[config.mk]
export PLATFORM = sky130hd
export DESIGN_NAME = fracn_divctl
export DESIGN_NICKNAME = d
export VERILOG_FILES = /design/src/rtl/fracn_pkg.sv /design/src/rtl/fracn_ctrl.sv /design/src/rtl/fracn_accum.sv /design/src/rtl/fracn_divctl.sv
export SDC_FILE = /design/constraint.sdc
export NUM_CORES = 1
export LEC_CHECK = 0
export ABC_AREA = 1
export BUFFER_PORTS_ARGS = -buffer_cell sky130_fd_sc_hd__buf_2
export CAP_MARGIN = 20
export CORE_ASPECT_RATIO = 1.75
export CORE_MARGIN = 2
export CORE_UTILIZATION = 56
export DETAILED_ROUTE_END_ITERATION = 6
export GPL_TIMING_DRIVEN = 0
export PLACE_DENSITY = 0.73
export SYNTH_ARGS = -nofsm -noshare
export SYNTH_HDL_FRONTEND = slang
export SYNTH_SLANG_ARGS = --single-unit
[constraint.sdc]
create_clock -name clk -period 5.1 [get_ports clk]
set_input_delay 1.53 -clock clk [delete_from_list [all_inputs] [get_ports clk]]
set_output_delay 1.53 -clock clk [all_outputs]
set_load 0.005 [all_outputs]
[src/rtl/fracn_pkg.sv]
package fracn_pkg;

  typedef struct packed {
    logic clear;
    logic step;
  } fracnStrobe_t;

  typedef enum logic [1:0] {
    SEL_INT   = 2'd0,
    SEL_FRAC1 = 2'd1,
    SEL_FRAC2 = 2'd2,
    SEL_MOD2  = 2'd3
  } fieldSel_t;

endpackage

[src/rtl/fracn_ctrl.sv]
module fracn_ctrl
  import fracn_pkg::*;
#(
  parameter int INT_W   = 16,
  parameter int FRAC1_W = 24,
  parameter int MOD2_W  = 14,
  parameter int DATA_W  = 32
) (
  input  logic               clk,
  input  logic               rstN,
  input  logic               refEn,
  input  logic               wrEn,
  input  logic [1:0]         wrSel,
  input  logic [DATA_W-1:0]  wrData,
  input  logic               loadStb,
  output fracnStrobe_t       strobe,
  output logic [INT_W-1:0]   actInt,
  output logic [FRAC1_W-1:0] actFrac1,
  output logic [MOD2_W-1:0]  actFrac2,
  output logic [MOD2_W-1:0]  actMod2,
  output logic               auxOn,
  output logic [INT_W-1:0]   nextInt
);

  logic [INT_W-1:0]   shInt;
  logic [FRAC1_W-1:0] shFrac1;
  logic [MOD2_W-1:0]  shFrac2;
  logic [MOD2_W-1:0]  shMod2;
  fieldSel_t          selField;

  assign selField = fieldSel_t'(wrSel);

  always_ff @(posedge clk) begin
    if (!rstN) begin
      shInt   <= '0;
      shFrac1 <= '0;
      shFrac2 <= '0;
      shMod2  <= '0;
    end else if (wrEn) begin
      case (selField)
        SEL_INT:   shInt   <= wrData[INT_W-1:0];
        SEL_FRAC1: shFrac1 <= wrData[FRAC1_W-1:0];
        SEL_FRAC2: shFrac2 <= wrData[MOD2_W-1:0];
        default:   shMod2  <= wrData[MOD2_W-1:0];
      endcase
    end
  end

  always_ff @(posedge clk) begin
    if (!rstN) begin
      actInt   <= '0;
      actFrac1 <= '0;
      actFrac2 <= '0;
      actMod2  <= '0;
      auxOn    <= 1'b0;
    end else if (loadStb) begin
      actInt   <= shInt;
      actFrac1 <= shFrac1;
      actFrac2 <= shFrac2;
      actMod2  <= shMod2;
      auxOn    <= (shFrac2 < shMod2);
    end
  end

  assign strobe.clear = loadStb;
  assign strobe.step  = refEn & ~loadStb;
  assign nextInt      = shInt;


  cfgHold_chk: assert property (@(posedge clk) disable iff (!rstN)
    !loadStb |=> $stable(actInt) && $stable(actFrac1) && $stable(actFrac2) && $stable(actMod2));


  loadWins_chk: assert property (@(posedge clk) disable iff (!rstN)
    loadStb |-> !strobe.step && strobe.clear);

endmodule

[src/rtl/fracn_accum.sv]
module fracn_accum
  import fracn_pkg::*;
#(
  parameter int INT_W   = 16,
  parameter int FRAC1_W = 24,
  parameter int MOD2_W  = 14
) (
  input  logic               clk,
  input  logic               rstN,
  input  fracnStrobe_t       strobe,
  input  logic [INT_W-1:0]   actInt,
  input  logic [FRAC1_W-1:0] actFrac1,
  input  logic [MOD2_W-1:0]  actFrac2,
  input  logic [MOD2_W-1:0]  actMod2,
  input  logic               auxOn,
  input  logic [INT_W-1:0]   nextInt,
  output logic [INT_W:0]     divVal
);

  localparam int OUT_W = INT_W + 1;

  logic [MOD2_W-1:0]  auxAcc;
  logic [FRAC1_W-1:0] priAcc;
  logic [MOD2_W:0]    auxSum;
  logic               auxCarry;
  logic [MOD2_W-1:0]  auxNext;
  logic [FRAC1_W:0]   priSum;

  always_comb begin
    auxSum   = {1'b0, auxAcc} + {1'b0, actFrac2};
    auxCarry = auxOn && (auxSum >= {1'b0, actMod2});
    if (!auxOn)
      auxNext = '0;
    else if (auxCarry)
      auxNext = MOD2_W'(auxSum - {1'b0, actMod2});
    else
      auxNext = auxSum[MOD2_W-1:0];
    priSum = {1'b0, priAcc} + {1'b0, actFrac1} + (FRAC1_W+1)'(auxCarry);
  end

  always_ff @(posedge clk) begin
    if (!rstN) begin
      auxAcc <= '0;
      priAcc <= '0;
      divVal <= '0;
    end else if (strobe.clear) begin
      auxAcc <= '0;
      priAcc <= '0;
      divVal <= OUT_W'(nextInt);
    end else if (strobe.step) begin
      auxAcc <= auxNext;
      priAcc <= priSum[FRAC1_W-1:0];
      divVal <= OUT_W'(actInt) + OUT_W'(priSum[FRAC1_W]);
    end
  end


  divRange_chk: assert property (@(posedge clk) disable iff (!rstN)
    strobe.step |=> (divVal == OUT_W'(actInt)) || (divVal == OUT_W'(actInt) + OUT_W'(1)));


  idleHold_chk: assert property (@(posedge clk) disable iff (!rstN)
    !strobe.step && !strobe.clear |=> $stable(divVal) && $stable(priAcc) && $stable(auxAcc));


  clearAcc_chk: assert property (@(posedge clk) disable iff (!rstN)
    strobe.clear |=> (auxAcc == '0) && (priAcc == '0));


  auxIdle_chk: assert property (@(posedge clk) disable iff (!rstN)
    !auxOn |-> auxAcc == '0);


  auxBound_chk: assert property (@(posedge clk) disable iff (!rstN)
    auxOn |-> auxAcc < actMod2);

endmodule

[src/rtl/fracn_divctl.sv]
module fracn_divctl
  import fracn_pkg::*;
#(
  parameter int INT_W   = 16,
  parameter int FRAC1_W = 24,
  parameter int MOD2_W  = 14,
  parameter int DATA_W  = 32
) (
  input  logic              clk,
  input  logic              rstN,
  input  logic              refEn,
  input  logic              wrEn,
  input  logic [1:0]        wrSel,
  input  logic [DATA_W-1:0] wrData,
  input  logic              loadStb,
  output logic [INT_W:0]    divVal
);

  fracnStrobe_t       strobe;
  logic [INT_W-1:0]   actInt;
  logic [FRAC1_W-1:0] actFrac1;
  logic [MOD2_W-1:0]  actFrac2;
  logic [MOD2_W-1:0]  actMod2;
  logic               auxOn;
  logic [INT_W-1:0]   nextInt;

  fracn_ctrl #(
    .INT_W(INT_W), .FRAC1_W(FRAC1_W), .MOD2_W(MOD2_W), .DATA_W(DATA_W)
  ) u_ctrl (
    .clk(clk), .rstN(rstN), .refEn(refEn), .wrEn(wrEn), .wrSel(wrSel),
    .wrData(wrData), .loadStb(loadStb), .strobe(strobe), .actInt(actInt),
    .actFrac1(actFrac1), .actFrac2(actFrac2), .actMod2(actMod2),
    .auxOn(auxOn), .nextInt(nextInt)
  );

  fracn_accum #(
    .INT_W(INT_W), .FRAC1_W(FRAC1_W), .MOD2_W(MOD2_W)
  ) u_accum (
    .clk(clk), .rstN(rstN), .strobe(strobe), .actInt(actInt),
    .actFrac1(actFrac1), .actFrac2(actFrac2), .actMod2(actMod2),
    .auxOn(auxOn), .nextInt(nextInt), .divVal(divVal)
  );


  resetZero_chk: assert property (@(posedge clk)
    !rstN |=> divVal == '0);

endmodule

After elaboration in Yosys (flattened, before gate mapping)
Index checks and enable logic that the tools add are counted.

cells by class
  add/sub/neg operators = 5
  order comparisons = 2
  equality and inequality tests = 2
  multiplexer cells = 4
  bitwise gates (word level) = 4
  reduce and logical (&&, ||, !) cells = 9

operator list
  cell                number
  $mux 16             2
  $mux 14             2
  $add 24x24->25      1
  $add 25x1->25       1
  $add 16x1->17       1
  $add 14x14->15      1
  $ge 15x14->1        1
  $lt 14x14->1        1
  $sub 14x14->14      1
  $reduce_and 2->1    4
  $not 1->1           3
  $reduce_or 3->1     1
  $eq 2x1->1 const B  1
  $eq 2x2->1 const B  1
  $logic_not 2->1     1
  $reduce_bool 2->1   1
  $reduce_or 2->1     1
  $and 1x1->1         1
  $logic_and 1x1->1   1

storage, ports and cells
  flip-flop bits (word level) = 192
  output and inout bits = 17
  logic and storage cells = 39

Depth between registers and ports, before layout
  depth in word-level cells = 7
  depth in mapped cells = 40

Hierarchy
From an unflattened synthesis, not the netlist that was laid out.

second synthesis, totals
  cell total of the unflattened synthesis = 1552
  area, all modules = 10646.5 um^2

by module, submodules not included
  module       times used  cells an instance  area each (um^2)
  fracn_accum  1           908                5559.1
  fracn_ctrl   1           644                5087.4

Least setup slack after synthesis
Ideal clock, no wire load.

  path kind = register to register
  from = register u_ctrl.actFrac2[0]
  to = register u_accum.divVal[8]
  setup time = 0.133 ns
  data arrival time = 4.903 ns
  required time = 4.967 ns
  slack = 0.065 ns
  stages on the path, launching flop included = 38
  path buffers = 1
  path through = dfxtp_1 -> ha_1 -> inv_1 -> fa_1 -> inv_1 -> nand3_1 -> nand2_2 -> nand2_2 -> nand2_2 -> nand2_1 -> nand2_1 -> nand2_1 -> nand2_1 -> inv_1 -> ha_1 -> a21oi_1 -> o21a_1 -> nand3_2 -> [... 2 more ...] -> buf_12 -> fa_1 -> fa_1 -> nand3_1 -> nand2_1 -> nand4_1 -> nand3_1 -> nand2_1 -> o311ai_0 -> ha_1 -> nand2_1 -> nor3_2 -> nand2_1 -> inv_2 -> nand2_1 -> nor2_1 -> o21ai_1 -> a31oi_1

on the way
  cells in the longest elaborated chain, start to end = 7

RTL lines
  item                      line               text
  start: declaration        fracn_ctrl.sv:19   output logic [MOD2_W-1:0] actFrac2,
  start signal: assignment  fracn_ctrl.sv:59   actFrac2 <= shFrac2;
  $add 14x14->15            fracn_accum.sv:30  auxSum = {1'b0, auxAcc} + {1'b0, actFrac2};
  $ge 15x14->1              fracn_accum.sv:31  auxCarry = auxOn && (auxSum >= {1'b0, actMod2});
  $logic_and 1x1->1         fracn_accum.sv:31
  $add 25x1->25             fracn_accum.sv:38  priSum = {1'b0, priAcc} + {1'b0, actFrac1} + (FRAC1_W+1)'(auxCarry);
  $add 16x1->17             fracn_accum.sv:53  divVal <= OUT_W'(actInt) + OUT_W'(priSum[FRAC1_W]);
  $mux 16                   fracn_accum.sv:50  end else if (strobe.step) begin
  $mux 16                   fracn_accum.sv:46  end else if (strobe.clear) begin
  end signal: assignment    fracn_accum.sv:49  divVal <= OUT_W'(nextInt);
  end signal: assignment    fracn_accum.sv:53
  end: declaration          fracn_accum.sv:17  output logic [INT_W:0] divVal

Every way passes these cells. The select of a mux whose other input is x is not followed.
A chain may end at the register's enable or synchronous reset.

Final worst setup path
Same ends and word-level chain as after synthesis.

==> results.json <==
{
  "place_inst": 1725,
  "relSlewSlack_pct": 43.4,
  "violations": "setup timing",
  "postPlaceCellArea_um2": 11000,
  "synth_area_leaders": "dfxtp_1 37%, nand2_1 9.7%, ha_1 7.9%, inv_1 6.2%, nor2_1 6.2%",
  "skew_ns": 0.0147,
  "top_level_ports": 56,
  "dr.first_iter.drc_count": 642,
  "critPathSlowestCell": "dfxtp_2",
  "critPathLaunchType": "flop",
  "grt_max_degree": 19,
  "area_delta_synth_final_pct": 16.5,
  "finalMaxSlewViolations": 0,
  "cts_hold_buf": 0,
  "finish.instance_area_um2": 12300,
  "num_vias": 10161,
  "syn_nets": 1550,
  "crit_path_frequent_cell": "nand2_4",
  "utilization_pct": 66.2,
  "insertion_delay_ns": 0.45,
  "finalWorstSetupSlack_ns": -0.0287,
  "use_met2_pct": 63.9,
  "grt_busiest_layer": "met2",
  "drc": 0,
  "async_flop_share_pct": 0,
  "clockRootBuffer": "clkbuf_16",
  "rows": 66,
  "synth.avg_cell_area_um2": 7.30,
  "grtUsageMet3_pct": 4.82,
  "powerDensity_nw_per_um2": 287,
  "dieArea_um2": 19900,
  "yosys.cell_types.count": 48,
  "diodes": 0,
  "dr.pass1.iters": 5,
  "gr-total-overflow": 0,
  "clk_pin_slew_ns": 0.08,
  "worstSetupPathType": "flop to flop",
  "synth_seq_cells": 192,
  "wl_mm": 32.9,
  "end_kind": "flop",
  "gp_congestion": 1.04,
  "routed_via_density": 5.71,
  "cap_violations": 0,
  "cp_num_buf_inv": 4,
  "final.min_clock_period_ns": 5.13,
  "ant_nets": 0,
  "grt_usage_pct": 33.7,
  "die_w_um": 108,
  "numCtsBuffers": 17,
  "synth_area_um2": 10500,
  "use_met1_pct": 30.4,
  "fin_nets": 1638,
  "synth_edf_count": 0,
  "critical-path-top-delay-family": "simple AND/OR/NAND/NOR gates",
  "status": "complete, but fails checks",
  "ys_warn_count": 0,
  "syn_inst": 1441,
  "crit_fanout": 5,
  "worstPathArrival_ns": 5.50,
  "start_util_pct": 56.9,
  "avgRoutedWirePerCell_um": 18.5,
  "cts_tree": "yes",
  "grt_pass1_vias": 10204,
  "finalSetupViolCount": 1,
  "clkSinkCount": 192,
  "dpl.hpwl_mm": 25.0,
  "grt_setup_unrepaired": "yes",
  "synth_top_area_share_pct": 36.5,
  "hold_viol": 0,
  "fin_crit_sh_pct": 101,
  "core_um2": 18500,
  "leakage_nw": 5.69,
  "synthFlopType": "dfxtp_1",
  "final_cells": 1780,
  "cp.required_ns": 5.47,
  "worst_slew_pin_slew_ns": 0.850,
  "antenna_found_initial": 1,
  "die_h_um": 185,
  "max_freq_mhz": 195,
  "htreeDepth": 4,
  "grt_pass1_wl_mm": 50.9,
  "ys_seq_area_share_pct": 36.5,
  "clk_path_buf_depth": 2,
  "max_stage_delay_ns": 0.36,
  "portBuffers": 46,
  "drive_gt1_share_pct": 16.8,
  "hold_ws_ns": 0.456,
  "synth_area_leader_cell": "dfxtp_1",
  "ir_drop_mv": 0.232,
  "hold_path_class": "flop to flop"
}
cell families after synthesis:
logic type | after synthesis | synth area share (%)
adders and majority gates | 70 | 8.61
AOI/OAI and AO/OA | 318 | 17.6
DFF | 192 | 36.5
buffers and inverters | 233 | 8.96
xor gates and xnor gates | 30 | 2.50
and+or+nand+nor | 598 | 25.8
layout make-up:
cell class,instances,area [µm²]
Inverter,182,683
Timing Repair Buffer,70,414
Tap cell,238,298
Multi-Input combinational cell,1016,6170
Fill cell,1619,6250
Clock inverter,13,145
Buffer,50,239
Sequential cell,192,3850
Clock buffer,19,453
synth_stat cells (5+ instances only):
library cell,n
a21oi_1,89
a21oi_2,13
a22o_1,23
a31oi_1,15
buf_2,11
buf_6,5
clkbuf_1,31
dfxtp_1,192
ha_1,66
inv_1,175
inv_2,6
nand2_1,272
nand2_2,5
nand2_4,12
nand3_1,65
nand3_2,24
nand4_1,17
nor2_1,174
nor3_1,11
o211ai_1,7
o21ai_0,116
o21ai_1,8
o22ai_1,28
xnor2_1,8
xor2_1,22
per-layer routing:
layer | up-vias | share of wire [%]
met5 | - | 0.055
met4 | 2 | 9.5
met3 | 176 | 4.1
met2 | 346 | 53
met1 | 4696 | 33
li1 | 4941 | -
final timing paths:
| path | startpoint | to | slack (ns) | cells after the start |
|---|---|---|---|---|
| max reg2reg | u_ctrl.actFrac2[0] | u_accum.divVal[8] | -0.03 | 39 |
| min reg2reg | u_ctrl.shFrac1[21] | u_ctrl.shFrac1[21] | 0.46 | 2 |
| min | u_ctrl.shFrac1[21] | u_ctrl.shFrac1[21] | 0.46 | 2 |
| max | u_ctrl.actFrac2[0] | u_accum.divVal[8] | -0.03 | 39 |
power breakdown:
part | internal, mW | switching (mW) | total (mW)
sequential | 1.55 | 0.0327 | 1.59
combinational | 0.196 | 0.374 | 0.570
clock | 0.720 | 0.645 | 1.36
sequential cells by signal, summed over array words and instances, names as in the netlist:
name and cells:
u_ctrl.auxOn 1, u_ctrl.shMod2 14, u_ctrl.actMod2 14, u_ctrl.nextInt 16
u_ctrl.actFrac2 14, u_ctrl.actFrac1 24, u_accum.divVal 17, u_accum.priAcc 24
u_accum.auxAcc 14, u_ctrl.shFrac1 24, u_ctrl.shFrac2 14, u_ctrl.actInt 16
through the flow:
step / TNS [ns] / power, mW / worst slack (ns)
finish: -0.0287 / 3.52 / -0.0287
global route: -2.28 / 3.63 / -0.290
CTS: -0.868 / 3.51 / -0.152
detailed placement: -19.56 / 2.15 / -1.26
global placement: -17.24 / 2.13 / -1.14
floorplan: 0 / 1.99 / 0.0647
layout by cell type (no fill, tap or decap), drive strengths merged, types with 7 or more instances in the layout:
| cell | synthesis | final |
|---|---|---|
| ha | 66 | 66 |
| a22o | 23 | 23 |
| clkbuf | 31 | 50 |
| a21oi | 102 | 102 |
| xnor2 | 8 | 8 |
| nand3 | 89 | 89 |
| nand4 | 17 | 17 |
| o211ai | 7 | 7 |
| a31oi | 15 | 15 |
| o22ai | 28 | 28 |
| dfxtp | 192 | 192 |
| nand2 | 289 | 289 |
| nor2 | 180 | 180 |
| inv | 181 | 187 |
| xor2 | 22 | 22 |
| nor3 | 13 | 13 |
| buf | 20 | 89 |
| o21ai | 125 | 125 |
worst min-delay path, delay by kind of cell (launching register included):
family | cells | cell delay [ns]
buf+inv | 1 | 0.05
compound gates | 1 | 0.06
flops | 1 | 0.30
repair_timing:
| action | 4_1_cts | 5_1_grt |
|---|---|---|
| endpoints found under the setup margin | 25 | 20 |
| gates resized for setup | 52 | 47 |
| pin swaps | 30 | 38 |
| setup buffers | 19 | 6 |
Note: power is estimated with default switching activity, not from simulation.
